<file path="config.mk">
export PLATFORM = sky130hd
export DESIGN_NAME = bit_alu
export DESIGN_NICKNAME = d
export VERILOG_FILES = /design/src/rtl/bit_alu_pkg.sv /design/src/rtl/bit_alu_full_adder.sv /design/src/rtl/bit_alu_slice.sv /design/src/rtl/bit_alu_zero_detect.sv /design/src/rtl/bit_alu.sv
export SDC_FILE = /design/constraint.sdc
export NUM_CORES = 1
export LEC_CHECK = 0
export BUFFER_PORTS_ARGS = -buffer_cell sky130_fd_sc_hd__buf_2
export CAP_MARGIN = 20
export CORE_MARGIN = 4
export CORE_UTILIZATION = 50
export DETAILED_ROUTE_END_ITERATION = 6
export GPL_TIMING_DRIVEN = 0
export PLACE_DENSITY = 0.9
export SYNTH_ARGS = -nofsm -noshare
export SYNTH_HDL_FRONTEND = slang
export SYNTH_SLANG_ARGS = --single-unit
</file>
<file path="constraint.sdc">
create_clock -name vclk -period 14.08
set_input_delay 0.704 -clock vclk [all_inputs]
set_output_delay 0.704 -clock vclk [all_outputs]
set_load 0.02 [all_outputs]
</file>
<file path="src/rtl/bit_alu_pkg.sv">
package bit_alu_pkg;
  typedef enum logic [1:0] {
    FN_AND  = 2'b00,
    FN_OR   = 2'b01,
    FN_SUM  = 2'b10,
    FN_LESS = 2'b11
  } fn_sel_e;

  typedef struct packed {
    logic    inv_a;
    logic    inv_b;
    fn_sel_e fn;
  } alu_ctrl_t;
endpackage

</file>
<file path="src/rtl/bit_alu_full_adder.sv">
module bit_alu_full_adder (
  input  logic x_i,
  input  logic y_i,
  input  logic c_i,
  output logic s_o,
  output logic c_o
);
  logic prop;
  assign prop = x_i ^ y_i;
  assign s_o  = prop ^ c_i;
  assign c_o  = (x_i & y_i) | (c_i & prop);
endmodule

</file>
<file path="src/rtl/bit_alu_slice.sv">
module bit_alu_slice
  import bit_alu_pkg::*;
#(
  parameter bit IS_TOP = 1'b0
) (
  input  logic    a_i,
  input  logic    b_i,
  input  logic    inv_a_i,
  input  logic    inv_b_i,
  input  logic    carry_i,
  input  logic    less_i,
  input  fn_sel_e fn_i,
  output logic    res_o,
  output logic    carry_o,
  output logic    set_o,
  output logic    ovf_o
);
  logic a_eff, b_eff, sum;

  assign a_eff = a_i ^ inv_a_i;
  assign b_eff = b_i ^ inv_b_i;

  bit_alu_full_adder u_fa (
    .x_i(a_eff),
    .y_i(b_eff),
    .c_i(carry_i),
    .s_o(sum),
    .c_o(carry_o)
  );

  always_comb begin
    unique case (fn_i)
      FN_AND:  res_o = a_eff & b_eff;
      FN_OR:   res_o = a_eff | b_eff;
      FN_SUM:  res_o = sum;
      FN_LESS: res_o = less_i;
      default: res_o = 1'b0;
    endcase
  end

  generate
    if (IS_TOP) begin : g_top
      // raw sign of the difference; no overflow correction
      assign set_o = sum;
      assign ovf_o = carry_i ^ carry_o;
    end else begin : g_mid
      assign set_o = 1'b0;
      assign ovf_o = 1'b0;
    end
  endgenerate
endmodule

</file>
<file path="src/rtl/bit_alu_zero_detect.sv">
module bit_alu_zero_detect #(
  parameter int WIDTH = 32
) (
  input  logic [WIDTH-1:0] res_i,
  output logic             zero_o
);
  assign zero_o = ~|res_i;
endmodule

</file>
<file path="src/rtl/bit_alu.sv">
module bit_alu
  import bit_alu_pkg::*;
#(
  parameter int WIDTH = 32
) (
  input  logic [WIDTH-1:0] a_i,
  input  logic [WIDTH-1:0] b_i,
  input  logic [3:0]       ctrl_i,
  output logic [WIDTH-1:0] result_o,
  output logic             carry_o,
  output logic             overflow_o,
  output logic             zero_o
);
  localparam int MSB = WIDTH - 1;

  alu_ctrl_t        ctrl;
  logic [WIDTH:0]   carry;
  logic [WIDTH-1:0] res;
  logic             set_msb;
  logic             ovf_msb;

  assign ctrl     = alu_ctrl_t'(ctrl_i);
  assign carry[0] = ctrl.inv_b;  // B inverted -> +1 completes two's complement

  generate
    for (genvar i = 0; i < WIDTH; i++) begin : g_slice
      if (i == MSB) begin : g_msb
        bit_alu_slice #(.IS_TOP(1'b1)) u_slice (
          .a_i    (a_i[i]),
          .b_i    (b_i[i]),
          .inv_a_i(ctrl.inv_a),
          .inv_b_i(ctrl.inv_b),
          .carry_i(carry[i]),
          .less_i (1'b0),
          .fn_i   (ctrl.fn),
          .res_o  (res[i]),
          .carry_o(carry[i+1]),
          .set_o  (set_msb),
          .ovf_o  (ovf_msb)
        );
      end else begin : g_low
        logic set_unused, ovf_unused;
        bit_alu_slice #(.IS_TOP(1'b0)) u_slice (
          .a_i    (a_i[i]),
          .b_i    (b_i[i]),
          .inv_a_i(ctrl.inv_a),
          .inv_b_i(ctrl.inv_b),
          .carry_i(carry[i]),
          .less_i ((i == 0) ? set_msb : 1'b0),
          .fn_i   (ctrl.fn),
          .res_o  (res[i]),
          .carry_o(carry[i+1]),
          .set_o  (set_unused),
          .ovf_o  (ovf_unused)
        );
      end
    end
  endgenerate

  bit_alu_zero_detect #(.WIDTH(WIDTH)) u_zero (
    .res_i (res),
    .zero_o(zero_o)
  );

  assign result_o   = res;
  assign carry_o    = carry[WIDTH];
  assign overflow_o = ovf_msb;
endmodule

</file>
* Word-level counts from Yosys, hierarchy flattened
Index checks and enable logic that the tools add are counted.
** Storage, ports and cells
- Word-level logic and storage cells :: 295
- Input port bits :: 68
- Output and inout port bits :: 35
- Register bits after elaboration :: 0
** Operators by class
- Bitwise gates (word level) :: 257
- Reduce and logical (&&, ||, !) cells :: 3
- Eq/ne operators :: 3
- Mux-type cells :: 32
** Operators with widths (count)
- $xor 1x1->1 :: 129
- $pmux 1 s4 :: 32
- $and 1x1->1 :: 64
- $or 1x1->1 :: 64
- $reduce_or 32->1 :: 1
- $eq 2x2->1 const B :: 2
- $eq 2x1->1 const B :: 1
- $logic_not 2->1 :: 1
- $logic_not 1->1 :: 1

* Longest topological paths before layout
Gate-level depths: netlist (run 1).
- Word-level depth :: 68
- Mapped depth :: 45
- Depth with buffers taken out :: 43

* Hierarchy
Synthesis (run 1) repeated with hierarchy kept, for this count alone.
** Second synthesis, totals
- Cell total of the unflattened synthesis :: 362
- Area, all modules :: 2829.0 um^2
** Modules (own cells, without submodules)
- bit_alu_slice at g_slice[0].g_low.u_slice ... :: instances 31, area each 66.3 um^2, cells each 10
- bit_alu_full_adder :: instances 32, area each 20.0 um^2, cells each 1
- bit_alu_zero_detect :: instances 1, area each 72.6 um^2, cells each 11
- bit_alu_slice at g_slice[31].g_msb.u_slice :: instances 1, area each 56.3 um^2, cells each 8
- bit_alu :: instances 1, area each 3.8 um^2, cells each 1

* Worst setup path before layout (run 1)
OpenSTA, ideal clock, no wires.
- Path kind :: input-to-output
- Start point :: input port ctrl_i[2]
- End point :: output port zero_o
- Arrival :: 13.482 ns
- Stages on the path :: 44
- Setup slack :: -0.106 ns
- Cell sequence :: clkbuf_1 clkbuf_1 xor2_1 fa_1 fa_1 fa_1 inv_1 fa_1 fa_1 fa_1 fa_1 fa_1 fa_1 fa_1 fa_1 fa_1 fa_1 fa_1 [... 8 more ...] fa_1 fa_1 inv_1 fa_1 fa_1 inv_1 fa_1 fa_1 inv_1 fa_1 inv_1 fa_1 fa_1 nor2b_1 o31ai_1 o221ai_1 nor4_1 and4_1
** On the way
- Cells in the longest elaborated chain, start to end :: 68
- Elaborated cells between the ends (all ways) :: 256
** Ends and longest elaborated chain
- from (decl) :: RTL line bit_alu.sv:8 : input logic [3:0] ctrl_i,
- $xor 1x1->1 :: RTL line bit_alu_slice.sv:21 : assign b_eff = b_i ^ inv_b_i;
- $xor 1x1->1 :: RTL line bit_alu_full_adder.sv:9 : assign prop = x_i ^ y_i;
- $and 1x1->1 :: RTL line bit_alu_full_adder.sv:11 : assign c_o = (x_i & y_i) | (c_i & prop);
- $or 1x1->1 :: RTL line bit_alu_full_adder.sv:11
- $and 1x1->1 :: RTL line bit_alu_full_adder.sv:11
- $or 1x1->1 :: RTL line bit_alu_full_adder.sv:11
- $and 1x1->1 :: RTL line bit_alu_full_adder.sv:11
- $or 1x1->1 :: RTL line bit_alu_full_adder.sv:11
- [... 52 more ...]
- $and 1x1->1 :: RTL line bit_alu_full_adder.sv:11
- $or 1x1->1 :: RTL line bit_alu_full_adder.sv:11
- $and 1x1->1 :: RTL line bit_alu_full_adder.sv:11
- $or 1x1->1 :: RTL line bit_alu_full_adder.sv:11
- $xor 1x1->1 :: RTL line bit_alu_full_adder.sv:10 : assign s_o = prop ^ c_i;
- $pmux 1 s4 :: RTL line bit_alu_slice.sv:32 : unique case (fn_i)
- $reduce_or 32->1 * :: RTL line bit_alu_zero_detect.sv:7 : assign zero_o = ~|res_i;
- $logic_not 1->1 * :: RTL line bit_alu_zero_detect.sv:7
- to (decl) :: RTL line bit_alu.sv:12 : output logic zero_o
Every way passes the cells marked *; elsewhere a longest branch is shown, timed or not.

* Worst setup path after layout (run 1)
- Start point :: input port ctrl_i[3]
- End point :: output port zero_o
** On the way
- Cells in the longest elaborated chain, start to end :: 68
- Elaborated cells between the ends (all ways) :: 256
** Ends and longest elaborated chain
- $xor 1x1->1 :: RTL line bit_alu_slice.sv:20 : assign a_eff = a_i ^ inv_a_i;
- $xor 1x1->1 :: RTL line bit_alu_full_adder.sv:9
- $and 1x1->1 :: RTL line bit_alu_full_adder.sv:11
- $or 1x1->1 :: RTL line bit_alu_full_adder.sv:11
- $and 1x1->1 :: RTL line bit_alu_full_adder.sv:11
- $or 1x1->1 :: RTL line bit_alu_full_adder.sv:11
- $and 1x1->1 :: RTL line bit_alu_full_adder.sv:11
- $or 1x1->1 :: RTL line bit_alu_full_adder.sv:11
- [... 52 more ...]
- $and 1x1->1 :: RTL line bit_alu_full_adder.sv:11
- $or 1x1->1 :: RTL line bit_alu_full_adder.sv:11
- $and 1x1->1 :: RTL line bit_alu_full_adder.sv:11
- $or 1x1->1 :: RTL line bit_alu_full_adder.sv:11
- $xor 1x1->1 :: RTL line bit_alu_full_adder.sv:10
- $pmux 1 s4 :: RTL line bit_alu_slice.sv:32
- $reduce_or 32->1 * :: RTL line bit_alu_zero_detect.sv:7
- $logic_not 1->1 * :: RTL line bit_alu_zero_detect.sv:7
Marks and branches as above.

==> results of run 1 <==
## critical path: cells and delay by family
family	cells	cell delay, ns
AND/OR/NAND/NOR	3	0.48
XOR/XNOR	1	0.14
AO/OA/AOI/OAI	2	0.44
adder cells (fa/ha/maj)	31	10.39
buffers and inverters	9	0.95
## cells by family (layout without fill, tap and decap cells)
group / Yosys count / count (layout) / synth area share
muxes: 7 / 7 / 0.0204
and+or+nand+nor: 53 / 53 / 0.102
AOI/OAI and AO/OA: 60 / 60 / 0.111
xor gates and xnor gates: 66 / 66 / 0.169
buffers and inverters: 126 / 228 / 0.184
adders and majority gates: 95 / 95 / 0.415
## timing repair
action / CTS / global route
pin swaps: 3 / 2
setup endpoints to repair: 7 / 2
hold endpoints to repair: 0 / 0
setup buffers: 1 / 1
resized for setup: 34 / 13
## cells in the mapped netlist, drive strengths merged
| cell type | number |
|---|---|
| fa | 31 |
| o21ai | 17 |
| clkbuf | 9 |
| buf | 45 |
| and4 | 1 |
| xor2 | 62 |
| o221ai | 1 |
| and2b | 5 |
| or4 | 5 |
| nor2b | 35 |
| mux2i | 7 |
| ha | 64 |
| xnor2 | 4 |
| clkinv | 1 |
| nor4 | 4 |
| inv | 71 |
| a21oi | 11 |
| nand2b | 1 |
| o22ai | 16 |
| o31a | 14 |
| nor2 | 2 |
| o31ai | 1 |
## stage by stage
step	cell area (um2)	instances	TNS [ns]	util
after detailed placement	4030	584	-4.33	0.620
after floorplan	3430	407	0	-
final	4210	586	0	0.648
after global placement	4030	584	-3.69	0.620
after CTS	4170	585	0	0.641
after global routing	4210	586	-0.00515	0.648
## per-layer routing
layer | track usage | vias up | wire, um
met2 | 0.403 | 140 | 4810
li1 | - | 1425 | -
met3 | 0.0175 | 34 | 567
met1 | 0.266 | 1446 | 3620
met5 | 0 | - | 0
met4 | 0.0992 | 0 | 451
## power groups by stage
| stage | clock network, uW | registers (uW) | logic [uW] |
|---|---|---|---|
| after floorplan | 0 | 0 | 163 |
| after global placement | 0 | 0 | 212 |
| after detailed placement | 0 | 0 | 223 |
| after CTS | 0 | 0 | 231 |
| after global routing | 0 | 0 | 263 |
| final | 0 | 0 | 239 |
## final cells by class
class	instances	area [um2]
timing repair buffer	102	518
buffer	54	432
multi-input combinational	281	2900
tap	77	96.3
inverter	72	270
fill	507	2280
## worst min path at each step
stage,end,slack (ns),depth (start not counted)
after global routing,result_o[19],2.00,4
final,result_o[19],1.97,4
after floorplan,result_o[19],1.66,2
after CTS,result_o[19],1.95,4
after global placement,result_o[19],1.94,4
after detailed placement,result_o[19],1.95,4
==> results.json, run 1 <==
{
  "ioPinCount": 103,
  "detailroute.via_count": 3045,
  "final_critical_path_setup_slack_ns": 0.287,
  "worst_path_max_delay_cell": "sky130_fd_sc_hd__fa_1",
  "worstSetupPathType": "primary input to primary output",
  "global_route.usage.total": 0.222,
  "synthCells": 407,
  "power.internal_uw": 106,
  "num_rows": 29,
  "die_width_um": 90.8,
  "area_growth_pct": 22.8,
  "power.leakage_uw": 0.00231,
  "vdd_ir_drop_max_uv": 28.9,
  "yosysTopAreaCellShare": 0.234,
  "dpl_worst_slack_ns": -1.33,
  "crit_path_end": "zero_o",
  "layout.clock_buffers": 0,
  "seq_power_share": 0,
  "die_area_um2": 8250,
  "worstPathMaxFanout": 10,
  "finalHoldWorstSlack_ns": 1.97,
  "p_switching_uw": 133,
  "power.density_cell_area_nw_per_um2": 56.7,
  "via_per_inst": 5.20,
  "synth_area_per_cell_um2": 8.42,
  "cts_hold_repair.buffers": 0,
  "slew_viol_final": 0,
  "max_stage_delay_ns": 0.49,
  "synthDominantAreaCellType": "sky130_fd_sc_hd__ha_1",
  "share_of_post_route_cells_with_drive_strength_above_1": 0.348,
  "syn_area_um2": 3430,
  "layout.sequential_cells": 0,
  "post-dp-hpwl_mm": 7.35,
  "total_inserted_antenna_cells": 0,
  "crit_path_start_kind": "primary input",
  "setup_viol_count_final": 0,
  "hold_path_class": "primary input to primary output",
  "grt_first_pass_wirelength_mm": 15.1,
  "worst_setup_path_end_kind": "primary output",
  "drt-wirelength-per-cell_um": 16.1,
  "yosys_warnings": 0,
  "critical_path.most_common_cell": "sky130_fd_sc_hd__fa_2",
  "layout_commonest_cell": "sky130_fd_sc_hd__buf_2",
  "swShare": 0.558,
  "wirelength_mm": 9.44,
  "first_global_vias": 3310,
  "crit_start": "ctrl_i[3]",
  "final_nets": 674,
  "ant_nets": 0,
  "synth_area_leaders": "sky130_fd_sc_hd__ha_1 23%, sky130_fd_sc_hd__fa_1 18%, sky130_fd_sc_hd__xor2_1 16%, sky130_fd_sc_hd__inv_1 7.8%, sky130_fd_sc_hd__buf_4 7.2%",
  "achievable-frequency_mhz": 72.5,
  "post-route-period-util": 0.980,
  "power.combinational.fraction": 1.000,
  "antenna_found_initial": 0,
  "timing.critical_path.required_ns": 13.38,
  "detailed_routing_iterations_pass_1": 4,
  "synth.net_count": 570,
  "arrival_ns": 13.09,
  "initial_utilization": 0.528,
  "ys_seq_area_frac": 0,
  "run_status": "completed",
  "hold_viol": 0,
  "count_of_different_cell_masters_after_synthesis": 27,
  "maxSlewHeadroom": 0.401,
  "die_h_um": 90.8,
  "core_box_area_um2": 6490,
  "remaining_drc_errors": 0,
  "tightestPinTransition_ns": 0.898,
  "fin_crit_ns": 13.79,
  "maximum_capacitance_violations": 0,
  "final_cell_mix": "106 x sky130_fd_sc_hd__buf_2, 71 x sky130_fd_sc_hd__inv_1, 64 x sky130_fd_sc_hd__ha_1",
  "seq_area_um2": 0,
  "violation_count_after_the_first_detailed_routing_iteration": 223,
  "hp-start": "ctrl_i[0]",
  "finalPower_uw": 239,
  "port_buffers": 100,
  "globalplace.congestion": 0.901,
  "grt_max_degree": 11,
  "grt.overflow.total": 0,
  "share_of_power_burned_in_the_clock_network": 0
}
Power figures use the tool's default switching activity.
==> inputs of run 2 (changes only) <==
--- a/config.mk
+++ b/config.mk
@@ -5,6 +5,7 @@
 export SDC_FILE = /design/constraint.sdc
 export NUM_CORES = 1
 export LEC_CHECK = 0
+export ABC_AREA = 1
 export BUFFER_PORTS_ARGS = -buffer_cell sky130_fd_sc_hd__buf_2
 export CAP_MARGIN = 20
 export CORE_MARGIN = 4
@@ -12,6 +13,7 @@
 export DETAILED_ROUTE_END_ITERATION = 6
 export GPL_TIMING_DRIVEN = 0
 export PLACE_DENSITY = 0.9
+export SLEW_MARGIN = 20
 export SYNTH_ARGS = -nofsm -noshare
 export SYNTH_HDL_FRONTEND = slang
 export SYNTH_SLANG_ARGS = --single-unit
==> results.json, run 2 <==
{
  "run_status": "completed",
  "layout.sequential_cells": 0,
  "maxSlewHeadroom": 0.718,
  "vdd_ir_drop_max_uv": 45.8,
  "final_nets": 773,
  "final_util": 0.630,
  "port_buffers": 101,
  "yosysTopAreaCellShare": 0.228,
  "detailed_routing_iterations_pass_1": 4,
  "simple_gate_portion_of_the_synthesized_area": 0.206,
  "setup_viol_count_final": 0,
  "hold_path_class": "primary input to primary output",
  "slew_viol_final": 0,
  "grt_max_degree": 11,
  "power.leakage_uw": 0.00248,
  "synth_top_family_by_area": "adder cells",
  "die_width_um": 91.8,
  "grt_busiest_layer": "met2",
  "syn_area_um2": 3510,
  "post-dp-hpwl_mm": 7.24,
  "cts_hold_repair.buffers": 0,
  "min_path_cells": 5,
  "grt.overflow.total": 0,
  "layout.clock_buffers": 0,
  "core_box_area_um2": 6790,
  "initial_utilization": 0.517,
  "num_rows": 30,
  "grt_first_pass_wirelength_mm": 14.0,
  "synth_area_leaders": "sky130_fd_sc_hd__ha_1 23%, sky130_fd_sc_hd__fa_1 18%, sky130_fd_sc_hd__xnor2_1 15%, sky130_fd_sc_hd__inv_1 13%, sky130_fd_sc_hd__nand2_1 11%",
  "globalplace.congestion": 0.817,
  "share_of_post_route_cells_with_drive_strength_above_1": 0.296,
  "worst_setup_path_end_kind": "primary output",
  "hold_viol": 0,
  "synth.net_count": 667,
  "die_h_um": 91.8,
  "synth_compound_gate_area_share": 0.00143,
  "critical_path.most_common_cell": "sky130_fd_sc_hd__fa_2",
  "timing.critical_path.required_ns": 13.38,
  "fill_cells": 592,
  "detailroute.via_count": 3164,
  "ioPinCount": 103,
  "worst_path_max_delay_cell": "sky130_fd_sc_hd__fa_1",
  "fin_crit_ns": 13.73,
  "worstSetupPathType": "primary input to primary output",
  "power.density_cell_area_nw_per_um2": 56.1,
  "arrival_ns": 13.03,
  "max_stage_delay_ns": 0.49,
  "finalHoldWorstSlack_ns": 2.07,
  "synth_mux_area_frac": 0,
  "achievable-frequency_mhz": 72.8,
  "via_per_inst": 4.49,
  "synth_area_per_cell_um2": 6.96,
  "maximum_capacitance_violations": 0,
  "area_growth_pct": 21.9,
  "seq_area_um2": 0,
  "violation_count_after_the_first_detailed_routing_iteration": 64,
  "post-route-period-util": 0.975,
  "synth_top_cells_by_count": "123 x sky130_fd_sc_hd__inv_1, 99 x sky130_fd_sc_hd__nand2_1, 64 x sky130_fd_sc_hd__ha_1",
  "grt.met1_usage": 0.240,
  "first_global_vias": 3088,
  "crit_path_start_kind": "primary input",
  "synth_fa_ha_area_frac": 0.405,
  "met2_usage": 0.398,
  "remaining_drc_errors": 0,
  "routing_usage_on_met3": 0.0164,
  "tightestPinTransition_ns": 0.420,
  "count_of_different_cell_masters_after_synthesis": 17,
  "wirelength_mm": 8.83,
  "ant_nets": 0,
  "ys_seq_area_frac": 0,
  "final_cell_mix": "123 x sky130_fd_sc_hd__inv_1, 113 x sky130_fd_sc_hd__buf_2, 99 x sky130_fd_sc_hd__nand2_1",
  "layout_commonest_cell": "sky130_fd_sc_hd__inv_1",
  "total_inserted_antenna_cells": 0,
  "worstPathMaxFanout": 5,
  "die_area_um2": 8420,
  "synthCells": 504,
  "multi_input_area_um2": 2800,
  "synthXorXnorAreaFrac": 0.162,
  "global_route.usage.total": 0.200,
  "synthMostInstantiatedCell": "sky130_fd_sc_hd__inv_1",
  "yosys_warnings": 0,
  "synthDominantAreaCellType": "sky130_fd_sc_hd__ha_1",
  "drt-wirelength-per-cell_um": 12.5,
  "antenna_found_initial": 0
}
[run 2: critical path, delay by kind of cell]
kind            cells  cell delay (ns)
xor+xnor            1             0.24
fa+ha+maj          31            10.47
buf+inv             8             0.70
simple gates       10             0.83
compound gates      1             0.08
[run 2: final timing paths]
| check | startpoint | endpoint | slack, ns |
|---|---|---|---|
| setup / recovery | ctrl_i[3] | zero_o | 0.35 |
| hold / removal | ctrl_i[1] | result_o[23] | 2.07 |
[run 2: timing repair]
item	4_1_cts	5_1_grt
endpoints found under the setup margin	5	2
pin swaps	1	2
setup buffers	0	3
gates resized for setup	22	14
[run 2: area by class of cell]
type / count / area share
Inverter: 125 / 0.110
Multi-Input combinational cell: 330 / 0.655
Timing Repair Buffer: 104 / 0.124
Buffer: 49 / 0.0837
Tap cell: 96 / 0.0281
[run 2: cell families after synthesis]
group,Yosys count
AND/OR/NAND/NOR,169
buffers and inverters,174
XOR/XNOR,65
adder cells (fa/ha/maj),95
AO/OA/AOI/OAI,1
[run 2: per-stage QoR]
step                      power, uW  TNS (ns)  instances  worst slack [ns]  instance area (um2)
after floorplan                 170         0        504             0.336                 3510
after global placement          219    -0.944        701            -0.583                 4140
after detailed placement        232     -1.85        701            -0.827                 4140
after CTS                       236         0        701            0.0112                 4210
after global routing            268   -0.0185        704           -0.0185                 4280
final                           240         0        704             0.345                 4280
[run 2: layer usage]
metal / routed length (um) / vias up
li1: - / 1600
met1: 3580 / 1467
met3: 451 / 4
met5: 0 / -
met2: 4760 / 93
met4: 34 / 0
[run 2: power by group]
group | total (uW) | internal, uW | switching (uW) | leakage, uW
registers | 0 | 0 | 0 | 0
logic | 240 | 104 | 136 | 0.00248
clock network | 0 | 0 | 0 | 0
total | 240 | 104 | 136 | 0.00248
